--- src/rtl/sop_pkg.sv ---
package sop_pkg;
  typedef enum logic [1:0] {
    CELL_SKIP = 2'b00,
    CELL_TRUE = 2'b01,
    CELL_INV  = 2'b10,
    CELL_BAD  = 2'b11
  } cell_e;

  function automatic logic cell_pass(input cell_e c, input logic x);
    unique case (c)
      CELL_SKIP: return 1'b1;
      CELL_TRUE: return x;
      CELL_INV:  return ~x;
      default:   return 1'b0;
    endcase
  endfunction
endpackage

--- src/rtl/sop_cfg_store.sv ---
module sop_cfg_store #(
  parameter int N_TERM = 5,
  parameter int ROW_W  = 10,
  parameter int IDX_W  = 3
) (
  input  logic                          clk_i,
  input  logic                          rst_ni,
  input  logic                          we_i,
  input  logic [IDX_W-1:0]              row_i,
  input  logic [ROW_W-1:0]              data_i,
  input  logic [IDX_W-1:0]              rd_row_i,
  output logic [ROW_W-1:0]              rd_data_o,
  output logic [N_TERM-1:0][ROW_W-1:0]  rows_o
);
  logic [N_TERM-1:0][ROW_W-1:0] rows_q;

  for (genvar t = 0; t < N_TERM; t++) begin : g_row
    always_ff @(posedge clk_i or negedge rst_ni) begin
      if (!rst_ni)                            rows_q[t] <= '0;
      else if (we_i && row_i == IDX_W'(t))    rows_q[t] <= data_i;
    end
  end

  // indices past the last term read as zero
  always_comb begin
    rd_data_o = '0;
    for (int t = 0; t < N_TERM; t++) begin
      if (rd_row_i == IDX_W'(t)) rd_data_o = rows_q[t];
    end
  end

  assign rows_o = rows_q;
endmodule

--- src/rtl/sop_and_plane.sv ---
module sop_and_plane
  import sop_pkg::*;
#(
  parameter int N_IN   = 3,
  parameter int N_TERM = 5
) (
  input  logic [N_IN-1:0]                  in_i,
  input  logic [N_TERM-1:0][2*N_IN-1:0]    cells_i,
  output logic [N_TERM-1:0]                term_o
);
  for (genvar t = 0; t < N_TERM; t++) begin : g_term
    always_comb begin
      term_o[t] = 1'b1;
      for (int i = 0; i < N_IN; i++) begin
        term_o[t] = term_o[t] & cell_pass(cell_e'(cells_i[t][2*i +: 2]), in_i[i]);
      end
    end
  end
endmodule

--- src/rtl/sop_or_plane.sv ---
module sop_or_plane #(
  parameter int N_TERM = 5,
  parameter int N_OUT  = 4
) (
  input  logic [N_TERM-1:0]              term_i,
  input  logic [N_TERM-1:0][N_OUT-1:0]   conn_i,
  output logic [N_OUT-1:0]               out_o
);
  for (genvar j = 0; j < N_OUT; j++) begin : g_out
    always_comb begin
      out_o[j] = 1'b0;
      for (int t = 0; t < N_TERM; t++) begin
        out_o[j] = out_o[j] | (term_i[t] & conn_i[t][j]);
      end
    end
  end
endmodule

--- src/rtl/sop_array.sv ---
module sop_array #(
  parameter int N_IN   = 3,
  parameter int N_OUT  = 4,
  parameter int N_TERM = 5,
  localparam int ROW_W = 2*N_IN + N_OUT,
  localparam int IDX_W = (N_TERM > 1) ? $clog2(N_TERM) : 1
) (
  input  logic              clk_i,
  input  logic              rst_ni,
  input  logic              cfg_we_i,
  input  logic [IDX_W-1:0]  cfg_row_i,
  input  logic [ROW_W-1:0]  cfg_data_i,
  input  logic [IDX_W-1:0]  rd_row_i,
  output logic [ROW_W-1:0]  rd_data_o,
  input  logic [N_IN-1:0]   in_i,
  output logic [N_OUT-1:0]  out_o
);
  logic [N_TERM-1:0][ROW_W-1:0]   rows_w;
  logic [N_TERM-1:0][2*N_IN-1:0]  cells_w;
  logic [N_TERM-1:0][N_OUT-1:0]   conn_w;
  logic [N_TERM-1:0]              term_w;

  sop_cfg_store #(.N_TERM(N_TERM), .ROW_W(ROW_W), .IDX_W(IDX_W)) u_store (
    .clk_i     (clk_i),
    .rst_ni    (rst_ni),
    .we_i      (cfg_we_i),
    .row_i     (cfg_row_i),
    .data_i    (cfg_data_i),
    .rd_row_i  (rd_row_i),
    .rd_data_o (rd_data_o),
    .rows_o    (rows_w)
  );

  for (genvar t = 0; t < N_TERM; t++) begin : g_split
    assign cells_w[t] = rows_w[t][ROW_W-1:N_OUT];
    assign conn_w[t]  = rows_w[t][N_OUT-1:0];
  end

  sop_and_plane #(.N_IN(N_IN), .N_TERM(N_TERM)) u_and (
    .in_i    (in_i),
    .cells_i (cells_w),
    .term_o  (term_w)
  );

  sop_or_plane #(.N_TERM(N_TERM), .N_OUT(N_OUT)) u_or (
    .term_i (term_w),
    .conn_i (conn_w),
    .out_o  (out_o)
  );
endmodule

--- config.mk ---
export PLATFORM = sky130hd
export DESIGN_NAME = sop_array
export DESIGN_NICKNAME = d
export VERILOG_FILES = /design/src/rtl/sop_pkg.sv /design/src/rtl/sop_cfg_store.sv /design/src/rtl/sop_and_plane.sv /design/src/rtl/sop_or_plane.sv /design/src/rtl/sop_array.sv
export SDC_FILE = /design/constraint.sdc
export NUM_CORES = 1
export LEC_CHECK = 0
export BUFFER_PORTS_ARGS = -buffer_cell sky130_fd_sc_hd__buf_2
export CAP_MARGIN = 30
export CORE_MARGIN = 2
export CORE_UTILIZATION = 45
export CTS_BUF_LIST = sky130_fd_sc_hd__clkbuf_4
export CTS_CLUSTER_SIZE = 24
export DETAILED_ROUTE_END_ITERATION = 6
export GPL_ROUTABILITY_DRIVEN = 1
export PLACE_DENSITY = 0.63
export SLEW_MARGIN = 0
export SYNTH_ARGS = -nofsm -noshare
export SYNTH_HDL_FRONTEND = slang
export SYNTH_SLANG_ARGS = --single-unit
export TNS_END_PERCENT = 5
--- constraint.sdc ---
create_clock -name clk_i -period 3.2 [get_ports clk_i]
set_input_delay 0 -clock clk_i [delete_from_list [all_inputs] [get_ports clk_i]]
set_output_delay 0 -clock clk_i [all_outputs]
set_load 0.03 [all_outputs]
Yosys cells after proc, flatten, opt, wreduce, memory -nomap -nowiden
Cells that the tools add are included.

word-level totals
  register bits = 50
  memories kept = 0
  RAM bits = 0
  input port bits = 22
  memory bits (read-only) = 0
  latch bits = 0

operators by class
  equality and inequality tests = 38
  reductions and logical operators = 22
  divide/modulo/power cells = 0
  shifts and indexed selects = 0
  mux-type cells = 20
  multipliers = 0
  add/subtract/negate cells = 0
  bitwise logic cells = 49
  magnitude comparators = 0

operators with widths
  kind                count
  $mux 10             5
  $pmux 1 s3          15
  $and 1x1->1         30
  $eq 2x1->1 const B  15
  $eq 2x2->1 const B  15
  $logic_not 2->1     15
  $or 1x1->1          16
  $eq 3x2->1 const B  4
  $eq 3x1->1 const B  2
  $eq 3x3->1 const B  2
  $logic_not 3->1     2
  $logic_and 1x1->1   5
  $not 1->1           3

Longest topological paths before layout
Gate-level depths: netlist (run 1).

  word-level depth = 9
  gate-level depth with buffers = 5
  depth with buffers taken out = 4

By module
From an unflattened synthesis (run 1), not the netlist that was laid out.

unflattened totals
  cell total of the unflattened synthesis = 193
  area, all modules = 2,596.2 um^2

by module, submodules not included
  module         area each (um^2)  instances  cells each
  sop_cfg_store  2,296.0           1          158
  sop_and_plane  215.2             1          23
  sop_or_plane   85.1              1          12

Worst setup path before layout (run 1)
No wires, ideal clock.

  kind = reg2out
  start point = reg u_store.rows_q, in the netlist u_store.rows_o[35]
  end point = out rd_data_o[5]
  stages on the path, launching flop included = 4
  path slack = 1.885 ns
  arrival time = 1.315 ns
  data required time = 3.200 ns
  cell sequence = dfrtp_1 > mux4_2 > inv_1 > o21ai_0

between the ends
  word-level cells in the longest chain between the ends = 2

RTL lines
  what                               line                 source
  from (decl)                        sop_cfg_store.sv:15  logic [N_TERM-1:0][ROW_W-1:0] rows_q;
  from (signal, indexed assignment)  sop_cfg_store.sv:20  else if (we_i && row_i == IDX_W'(t)) rows_q[t] <= data_i;
  $mux 10 (2 in series)              sop_cfg_store.sv:28  if (rd_row_i == IDX_W'(t)) rd_data_o = rows_q[t];
  to (decl)                          sop_array.sv:14      output logic [ROW_W-1:0] rd_data_o,

No other way between the ends.

Final worst setup path (run 1)
  start point = reg u_store.rows_q, in the netlist u_store.rows_o[39]
  end point = out out_o[3]

between the ends
  word-level cells in the longest chain between the ends = 6
  elaborated cells on any way between the ends = 8
  those cells by class = eq/ne (2); mux (1); bitwise (4); reduce/logical (1)

RTL lines
  what                                      line                 source
  $eq 2x2->1, or another cell as far along  sop_pkg.sv:10        unique case (c)
  $pmux 1 s3 (*)                            sop_pkg.sv:10
  $and 1x1->1 (*)                           sop_and_plane.sv:15  term_o[t] = term_o[t] & cell_pass(cell_e'(cells_i[t][2*i +: 2]), in_i[i]);
  $and 1x1->1 (*)                           sop_or_plane.sv:13   out_o[j] = out_o[j] | (term_i[t] & conn_i[t][j]);
  $or 1x1->1 (*) (2 in series)              sop_or_plane.sv:13
  to (decl)                                 sop_array.sv:16      output logic [N_OUT-1:0] out_o

Every way passes the cells marked *; elsewhere a longest branch is shown, timed or not.

==> qor.csv, run 1 <==
stage,metric,value,unit
run_status,status,"complete, no violations",
detailed_routing,drt-met1-wl,2.82,mm
timing,tightestPinTransition,744,ps
critical_path,path_cells,mux2_4 -> a211oi_4 -> nand3_1 -> nand4_1 -> buf_2,
power,powerDensity,573,nW/um^2
die,die-area,6430,um^2
die,row_count,27,
clocking,cts_num_sinks,50,
critical_path,r2r_cells,1,
layout,drive_gt1_frac,0.436,
die,chipWidth,80.2,um
logic_synthesis,syn_area,2610,um^2
logic_synthesis,yosysWarnings,0,
timing,period_needed,1800,ps
detailed_routing,first_pass_iters,4,
global_route,track_usage,0.207,
clocking,post_cts_buffers,0,
logic_synthesis,synth_edf_count,0,
timing,fin_worst_skew,0,ps
logic_synthesis,syn_nets,220,
logic_synthesis,avgSynthCellArea,13.2,um^2
critical_path,crit_family,flip-flops,
timing,slew_headroom,0.502,
global_route,antenna_found_initial,0,
clocking,ctsHoldBuffers,11,
detailed_routing,route.met3.wl,313,um
critical_path,worst-path-buf-inv,1,
logic_synthesis,synth-seq-cells,50,
die,start_util,0.472,
die,core-area,5540,um^2
placement,gp_congestion,0.790,
layout,fin_nets,266,
critical_path,critPathKind,reg2out,
layout,fill_cells,512,
global_route,grt_pass1_vias,1815,
critical_path,crit_cells,5,
layout,final_cell_mix,"50 x dfrtp_1, 47 x mux2_2, 35 x buf_2",
flow_run,cap_violations,0,
critical_path,crit_arrival,1800,ps
critical_path,worstPathMaxFanout,4,
logic_synthesis,synth_cell_type_count,26,
timing,setup_viol,0,
timing,fin_tns_setup,0,ps
layout,final_common_cell,dfrtp_1,
logic_synthesis,yosysSeqAreaShare,0.479,
die,io_pins,36,
timing,setup_slack,1400,ps
critical_path,max_stage_delay,420,ps
timing,hold_viol,0,
clocking,cts_resized,0,
detailed_routing,dr_wl_met2,2.74,mm
hold_path,holdCritPathClass,in2async,
detailed_routing,viasPerCell,5.59,
timing,fmax,556,MHz
timing,holdWs,99.3,ps
layout,num_antenna_cells,0,
die,fp.dieH,80.2,um
critical_path,end_kind,primary output,
layout,largest_register_ffs,50,
clocking,clock_path_buffers,2,
timing,grt_setup_unrepaired,no,
detailed_routing,vias,1761,
clocking,root_buffer,clkbuf_4,
clocking,cts_tree,done,
detailed_routing,drt_first_iter_violations,207,
placement,pre_cts_ws,1790,ps
detailed_routing,topRoutingLayerUsed,met4,
detailed_routing,drtAntennaViolNets,0,
logic_synthesis,syn_inst,198,
detailed_routing,wl_per_cell,19.0,um
clocking,clk_pin_slew,130,ps
detailed_routing,routed_wirelength,5.98,mm
timing,drv_slew,0,
critical_path,crit_required,3200,ps
placement,dp.cells,298,
critical_path,crit_path_start_kind,flop,
clocking,numCtsBuffers,5,
clocking,clock_latency,360,ps
detailed_routing,post-route-drc-count,0,
global_route,grt_pass1_wl,9.97,mm
timing,finalCritPeriodShare,0.563,
critical_path,slowest_stage,dfrtp_1,
global_route,grt_max_degree,32,
global_route,grt-ovfl-total,0,
placement,hpwl,4.18,mm
clocking,htreeDepth,2,
logic_synthesis,dominantRegCellSynth,dfrtp_1,
power,ir_drop,0.258,mV
layout,finalNonFillerCells,315,
layout,area_growth,14.4,%
power,leakage,0.00132,uW
logic_synthesis,synth-async-reset-ratio,1.00,
placement,portBuffers,35,
## cells in the mapped netlist (all sizes together), types with 3 or more instances
cell	number	area [um^2]
a22oi	4	30.0
mux2i	13	130
buf	7	46.3
and3	3	18.8
inv	10	37.5
mux2	51	578
mux4	10	225
nand2	17	63.8
dfrtp	50	1250
nand3	5	30.0
nand4	8	50.1
o21ai	10	50.1
## report_power, final
part / total, uW / leakage (uW) / switching, uW / internal, uW
clock network: 266 / 0.0000246 / 190 / 75.7
logic: 560 / 0.000697 / 291 / 269
registers: 888 / 0.000600 / 117 / 771
total: 1710 / 0.00132 / 598 / 1120
## logic make-up (layout without fill, tap and decap cells)
kind of cell	Yosys count	after routing	synth area share
compound gates	15	15	0.0383
mux	74	74	0.357
buf+inv	19	64	0.0354
flops	50	50	0.479
simple gates	40	40	0.0900
## worst paths after layout
kind                            slack (ps)                 end                from
worst max-delay path                  1400            out_o[3]  u_store.rows_o[39]
worst min-delay path                   100  u_store.rows_o[34]              rst_ni
worst max register to register        2370  u_store.rows_o[49]  u_store.rows_o[49]
worst min register to register         550  u_store.rows_o[46]  u_store.rows_o[46]
max in group asynchronous             2340   u_store.rows_o[2]              rst_ni
min in group clk_i                     170  u_store.rows_o[47]        cfg_row_i[2]
## area by class of cell
cell class / count / area (um^2) / area share
Tap cell: 72 / 90.1 / 0.0301
Timing Repair Buffer: 48 / 300 / 0.100
Multi-Input combinational cell: 129 / 1270 / 0.424
Clock buffer: 5 / 37.5 / 0.0126
Clock inverter: 1 / 3.75 / 0.00126
Sequential cell: 50 / 1250 / 0.419
Inverter: 10 / 37.5 / 0.0126
## through the flow
step                      utilization  cell area [um^2]  total power, uW
after global placement          0.512              2840             1440
after CTS                       0.540              2990             1730
after detailed placement        0.512              2840             1450
after global routing            0.540              2990             1820
final                           0.540              2990             1710
after floorplan                     -              2610             1270
## layer usage
layer | track usage | vias up
li1 | - | 814
met1 | 0.296 | 883
met2 | 0.313 | 55
met3 | 0.0404 | 9
met4 | 0.0746 | 0
met5 | 0 | -
No activity file was read; power rests on OpenSTA's default activity.
==> run 2, diff against run 1 <==
==> constraint.sdc (replaced) <==
create_clock -name clk_i -period 1.67 [get_ports clk_i]
set_input_delay 0 -clock clk_i [delete_from_list [all_inputs] [get_ports clk_i]]
set_output_delay 0 -clock clk_i [all_outputs]
set_load 0.03 [all_outputs]
==> run 2 against run 1 <==
The run now ends with setup timing left. Clock power rose by 93%. Critical path depth unchanged. Worst hold slack worse by 50 ps. Non-clock buffer count is 4 higher. Critical path type unchanged. Critical endpoint is now out_o[2]. Largest power group unchanged.
==> qor.csv, run 2 (synthesized netlist as in run 1, its figures left out) <==
stage,metric,value,unit
clocking,clk_pin_slew,130,ps
timing,fin_worst_skew,0,ps
layout,fin_nets,270,
global_route,grt_pass1_vias,1838,
die,fp.dieH,80.2,um
power,power_frac_seq,0.498,
clocking,numCtsBuffers,5,
run_status,status,"finished, violations left",
flow_run,cap_violations,0,
global_route,track_usage,0.214,
run_status,violations,setup timing,
placement,portBuffers,35,
timing,setup_viol,4,
critical_path,crit_start,u_store.rows_o[39],
die,chipWidth,80.2,um
timing,tightestPinTransition,552,ps
power,comb_power_share,0.351,
clocking,cts_num_sinks,50,
power,p_int,2230,uW
layout,area_growth,17.6,%
power,p_sw_frac,0.342,
layout,num_antenna_cells,0,
placement,hpwl,4.27,mm
die,core-area,5540,um^2
clocking,root_buffer,clkbuf_4,
critical_path,worstPathMaxFanout,4,
clocking,clock_path_buffers,2,
timing,fin_tns_setup,-78.1,ps
global_route,antenna_found_initial,0,
timing,period_needed,1700,ps
die,row_count,27,
critical_path,path_cells,mux2_4 -> a211oi_4 -> nand3_1 -> nand4_1 -> buf_6,
critical_path,rr_startpoint,u_store.rows_o[38],
placement,gp_congestion,0.787,
global_route,grt_pass1_wl,10.1,mm
hold_path,holdCritPathClass,in2async,
detailed_routing,drtAntennaViolNets,0,
die,start_util,0.472,
detailed_routing,post-route-drc-count,0,
layout,multi_input_area,1270,um^2
critical_path,crit_arrival,1700,ps
die,die-area,6430,um^2
layout,seqCellArea,1250,um^2
timing,hold_viol,0,
die,io_pins,36,
detailed_routing,wl_per_cell,19.0,um
detailed_routing,viasPerCell,5.60,
timing,fmax,590,MHz
clocking,htreeDepth,2,
power,leakage,0.00136,uW
timing,drv_slew,0,
layout,design_area,3070,um^2
detailed_routing,routed_wirelength,6.07,mm
timing,finalCritPeriodShare,1.01,
detailed_routing,vias,1791,
global_route,grt-ovfl-total,0,
critical_path,r2r_cells,2,
power,pwr-share-clk,0.152,
detailed_routing,first_pass_iters,4,
critical_path,critPathKind,reg2out,
power,p_switching,1160,uW
layout,drive_gt1_frac,0.472,
timing,setup_slack,-25.0,ps
critical_path,crit_path_start_kind,flop,
timing,grt_setup_unrepaired,yes,
clocking,cts_tree,done,
layout,finalNonFillerCells,320,
critical_path,crit_required,1670,ps
detailed_routing,drt_first_iter_violations,78,
timing,slew_headroom,0.622,
critical_path,max_stage_delay,410,ps
layout,largest_register_ffs,50,
layout,final_cell_mix,"50 x dfrtp_1, 47 x mux2_2, 26 x buf_2",
critical_path,slowest_stage,dfrtp_1,
placement,pre_cts_ws,258,ps
layout,final_common_cell,dfrtp_1,
clocking,clock_latency,370,ps
placement,dp.cells,301,
placement,dpl_cell_area,2860,um^2
power,powerDensity,1100,nW/um^2
power,ir_drop,0.542,mV
layout,fill_cells,483,
critical_path,end_kind,primary output,
global_route,grt_max_degree,23,
[run 2: area by class of cell]
type                            instances  share of cell area
Clock buffer                            5              0.0122
Multi-Input combinational cell        129               0.415
Clock inverter                          2             0.00326
Tap cell                               72              0.0293
Inverter                               10              0.0122
Timing Repair Buffer                   52               0.121
Sequential cell                        50               0.407
[run 2: metrics by stage]
| stage | hold WS (ps) | util | total power, uW |
|---|---|---|---|
| after global routing | 83.4 | 0.554 | 3600 |
| after global placement | -79.9 | 0.516 | 2760 |
| final | 48.8 | 0.554 | 3390 |
| after floorplan | -296 | - | 2440 |
| after detailed placement | -78.3 | 0.516 | 2780 |
| after CTS | 45.4 | 0.553 | 3400 |
[run 2: final timing paths]
path,endpoint,slack [ps]
max in group asynchronous,u_store.rows_o[18],1010
setup / recovery,out_o[2],-30
hold reg to reg,u_store.rows_o[34],530
min in group clk_i,u_store.rows_o[21],170
hold / removal,u_store.rows_o[46],50
setup reg to reg,u_store.rows_o[38],800
[run 2: layer usage]
metal	vias to the layer above	share of wire	GRT usage	routed length, um
met5	-	0	0	0
met4	0	0.011	0.0559	69
met3	6	0.043	0.0393	261
met2	44	0.48	0.343	2920
met1	918	0.46	0.302	2810
li1	823	-	-	-
[run 2: what timing repair did]
action	CTS	global route
gates resized for setup	13	10
pin swaps	4	1
setup buffers	1	0
setup endpoints to repair	4	9
hold buffers	11	0
hold endpoints to repair	100	0
[run 2: worst max-delay path, delay by kind of cell, from the launching register on]
kind	cells	cell delay [ps]
flops	1	410
mux	1	280
compound gates	1	270
simple gates	2	240
buf+inv	1	140
[run 2: power groups by stage]
stage	sequential [uW]	combinational (uW)	clock, uW
final	1690	1190	513
after global routing	1730	1280	590
after CTS	1680	1180	540
after floorplan	1640	806	0
after global placement	1700	1050	0
after detailed placement	1710	1070	0
==> run 3, diff against run 2 <==
--- a/config.mk
+++ b/config.mk
@@ -8,12 +8,12 @@
 export BUFFER_PORTS_ARGS = -buffer_cell sky130_fd_sc_hd__buf_2
 export CAP_MARGIN = 30
 export CORE_MARGIN = 2
-export CORE_UTILIZATION = 45
+export CORE_UTILIZATION = 30
 export CTS_BUF_LIST = sky130_fd_sc_hd__clkbuf_4
 export CTS_CLUSTER_SIZE = 24
 export DETAILED_ROUTE_END_ITERATION = 6
 export GPL_ROUTABILITY_DRIVEN = 1
-export PLACE_DENSITY = 0.63
+export PLACE_DENSITY = 0.45
 export SLEW_MARGIN = 0
 export SYNTH_ARGS = -nofsm -noshare
 export SYNTH_HDL_FRONTEND = slang
==> run 3 against run 2 <==
The flow still finishes with violations (setup timing). Sequential share of layout area shrank 1.7 points. Sequential power hardly changed. Power up 7.5%. Global-route usage decreased by 6.5 points. Critical path depth unchanged. Non-clock buffer count increased by 4. Via count about the same. Final area up 4.4%. Setup slack worse by 24 ps. First-iteration DRC count shrank 13%. Critical path type unchanged. Highest routed layer unchanged.
==> qor.csv, run 3 (synthesized netlist as in run 1, its figures left out) <==
stage,metric,value,unit
critical_path,crit_cells,5,
power,powerDensity,1140,nW/um^2
die,die-area,9470,um^2
die,start_util,0.304,
detailed_routing,routed_wirelength,6.72,mm
critical_path,crit_required,1670,ps
die,row_count,34,
power,p_sw_frac,0.333,
power,leakage,0.00140,uW
global_route,grt-ovfl-total,0,
placement,hpwl,4.66,mm
placement,dp.cells,340,
run_status,violations,setup timing,
flow_run,cap_violations,0,
power,pwr-share-clk,0.194,
timing,tightestPinTransition,597,ps
clocking,clock_path_buffers,2,
critical_path,path_cells,mux2_4 -> a211oi_4 -> nand3_1 -> nand4_1 -> buf_6,
layout,finalNonFillerCells,361,
placement,gp_congestion,0.796,
timing,period_needed,1720,ps
timing,grt_setup_unrepaired,yes,
layout,seqCellArea,1250,um^2
power,power_frac_seq,0.462,
critical_path,max_stage_delay,410,ps
layout,fill_cells,840,
layout,num_antenna_cells,0,
die,chipWidth,97.3,um
timing,fin_worst_skew,0,ps
critical_path,crit_arrival,1720,ps
clocking,cts_num_sinks,50,
clocking,clock_latency,370,ps
layout,final_common_cell,dfrtp_1,
power,ir_drop,0.382,mV
power,comb_power_share,0.344,
detailed_routing,viasPerCell,4.96,
hold_path,holdCritPathClass,in2async,
critical_path,critPathKind,reg2out,
layout,drive_gt1_frac,0.494,
global_route,grt_max_degree,29,
critical_path,worst-path-buf-inv,1,
power,p_switching,1210,uW
critical_path,r2r_cells,2,
clocking,root_buffer,clkbuf_4,
clocking,numCtsBuffers,5,
detailed_routing,wl_per_cell,18.6,um
critical_path,worstPathMaxFanout,4,
run_status,status,"finished, violations left",
timing,hold_viol,0,
detailed_routing,drt_first_iter_violations,68,
die,io_pins,36,
critical_path,end_kind,primary output,
critical_path,crit_path_start_kind,flop,
placement,pre_cts_ws,205,ps
timing,slew_headroom,0.602,
layout,multi_input_area,1280,um^2
timing,drv_slew,0,
placement,portBuffers,35,
global_route,grt_pass1_vias,1868,
die,core-area,8590,um^2
clocking,htreeDepth,2,
critical_path,rr_startpoint,u_store.rows_o[39],
critical_path,cp-endpoint,out_o[3],
critical_path,reg2reg_to,u_store.rows_o[39],
detailed_routing,vias,1792,
critical_path,r2r_slack,770,ps
layout,final_cell_mix,"50 x dfrtp_1, 47 x mux2_2, 24 x buf_2",
timing,finalCritPeriodShare,1.03,
layout,fin_nets,274,
detailed_routing,drtAntennaViolNets,0,
global_route,grt_pass1_wl,10.8,mm
critical_path,crit_start,u_store.rows_o[39],
clocking,clk_pin_slew,150,ps
timing,setup_viol,4,
critical_path,crit_family,flip-flops,
detailed_routing,post-route-drc-count,0,
layout,area_growth,22.8,%
power,p_int,2430,uW
critical_path,slowest_stage,dfrtp_1,
timing,setup_slack,-48.8,ps
layout,largest_register_ffs,50,
die,fp.dieH,97.3,um
clocking,cts_tree,done,
timing,fmax,582,MHz
global_route,antenna_found_initial,0,
detailed_routing,first_pass_iters,4,
global_route,track_usage,0.150,
-- run 3: cell count changes in the layout (fill, tap and decap cells not counted), sizes merged --
cell    delta
buf        +4
bufinv     +1
-- run 3: cell type report --
type | count | share of cell area
multi-input combinational | 129 | 0.400
sequential | 50 | 0.390
timing repair buffer | 56 | 0.132
tap | 108 | 0.0421
clock inverter | 3 | 0.0125
clock buffer | 5 | 0.0117
inverter | 10 | 0.0117
-- run 3: timing repair --
item,in CTS,in global routing
resized for setup,13,18
setup buffers,2,0
setup endpoints to repair,4,11
endpoints found under the hold margin,72,0
pin swaps,4,0
hold buffers,11,0
-- run 3: power groups by stage --
stage	registers (uW)	clock network, uW	logic, uW
4_1_cts	1680	730	1230
3_3_place_gp	1710	0	1110
5_1_grt	1720	791	1350
2_1_floorplan	1640	0	806
3_5_place_dp	1710	0	1120
6_report	1680	705	1250
-- run 3: worst min-delay path by stage --
| stage | endpoint | slack, ps | cells past startpoint |
|---|---|---|---|
| final | u_store.rows_o[36] | 160 | 2 |
| after global routing | u_store.rows_o[18] | 160 | 2 |
| after CTS | u_store.rows_o[19] | 160 | 2 |
| after detailed placement | u_store.rows_o[19] | 40 | 1 |
| after global placement | u_store.rows_o[18] | 40 | 1 |
| after floorplan | u_store.rows_o[0] | -300 | 0 |
-- run 3: worst register-to-register path, delay by kind of cell (launching register included) --
kind                   cells  cell delay [ps]
muxes                      1              250
DFF                        1              410
buffers and inverters      1              140
-- run 3: metrics by stage --
stage,total power [uW],TNS (ps),instance area (um^2),util,hold slack (ps)
2_1_floorplan,2440,0,2610,-,-296
3_3_place_gp,2820,0,2950,0.343,40.4
3_5_place_dp,2830,0,2950,0.343,41.1
4_1_cts,3640,-251,3180,0.370,157
5_1_grt,3860,-721,3210,0.373,162
6_report,3640,-130,3210,0.373,158
-- run 3: routing by layer --
| metal | GRT usage | up-vias | wire length (um) |
|---|---|---|---|
| met5 | 0 | - | 0 |
| met4 | 0.0481 | 0 | 119 |
| li1 | - | 835 | - |
| met2 | 0.244 | 44 | 3300 |
| met3 | 0.0331 | 9 | 255 |
| met1 | 0.199 | 904 | 3040 |
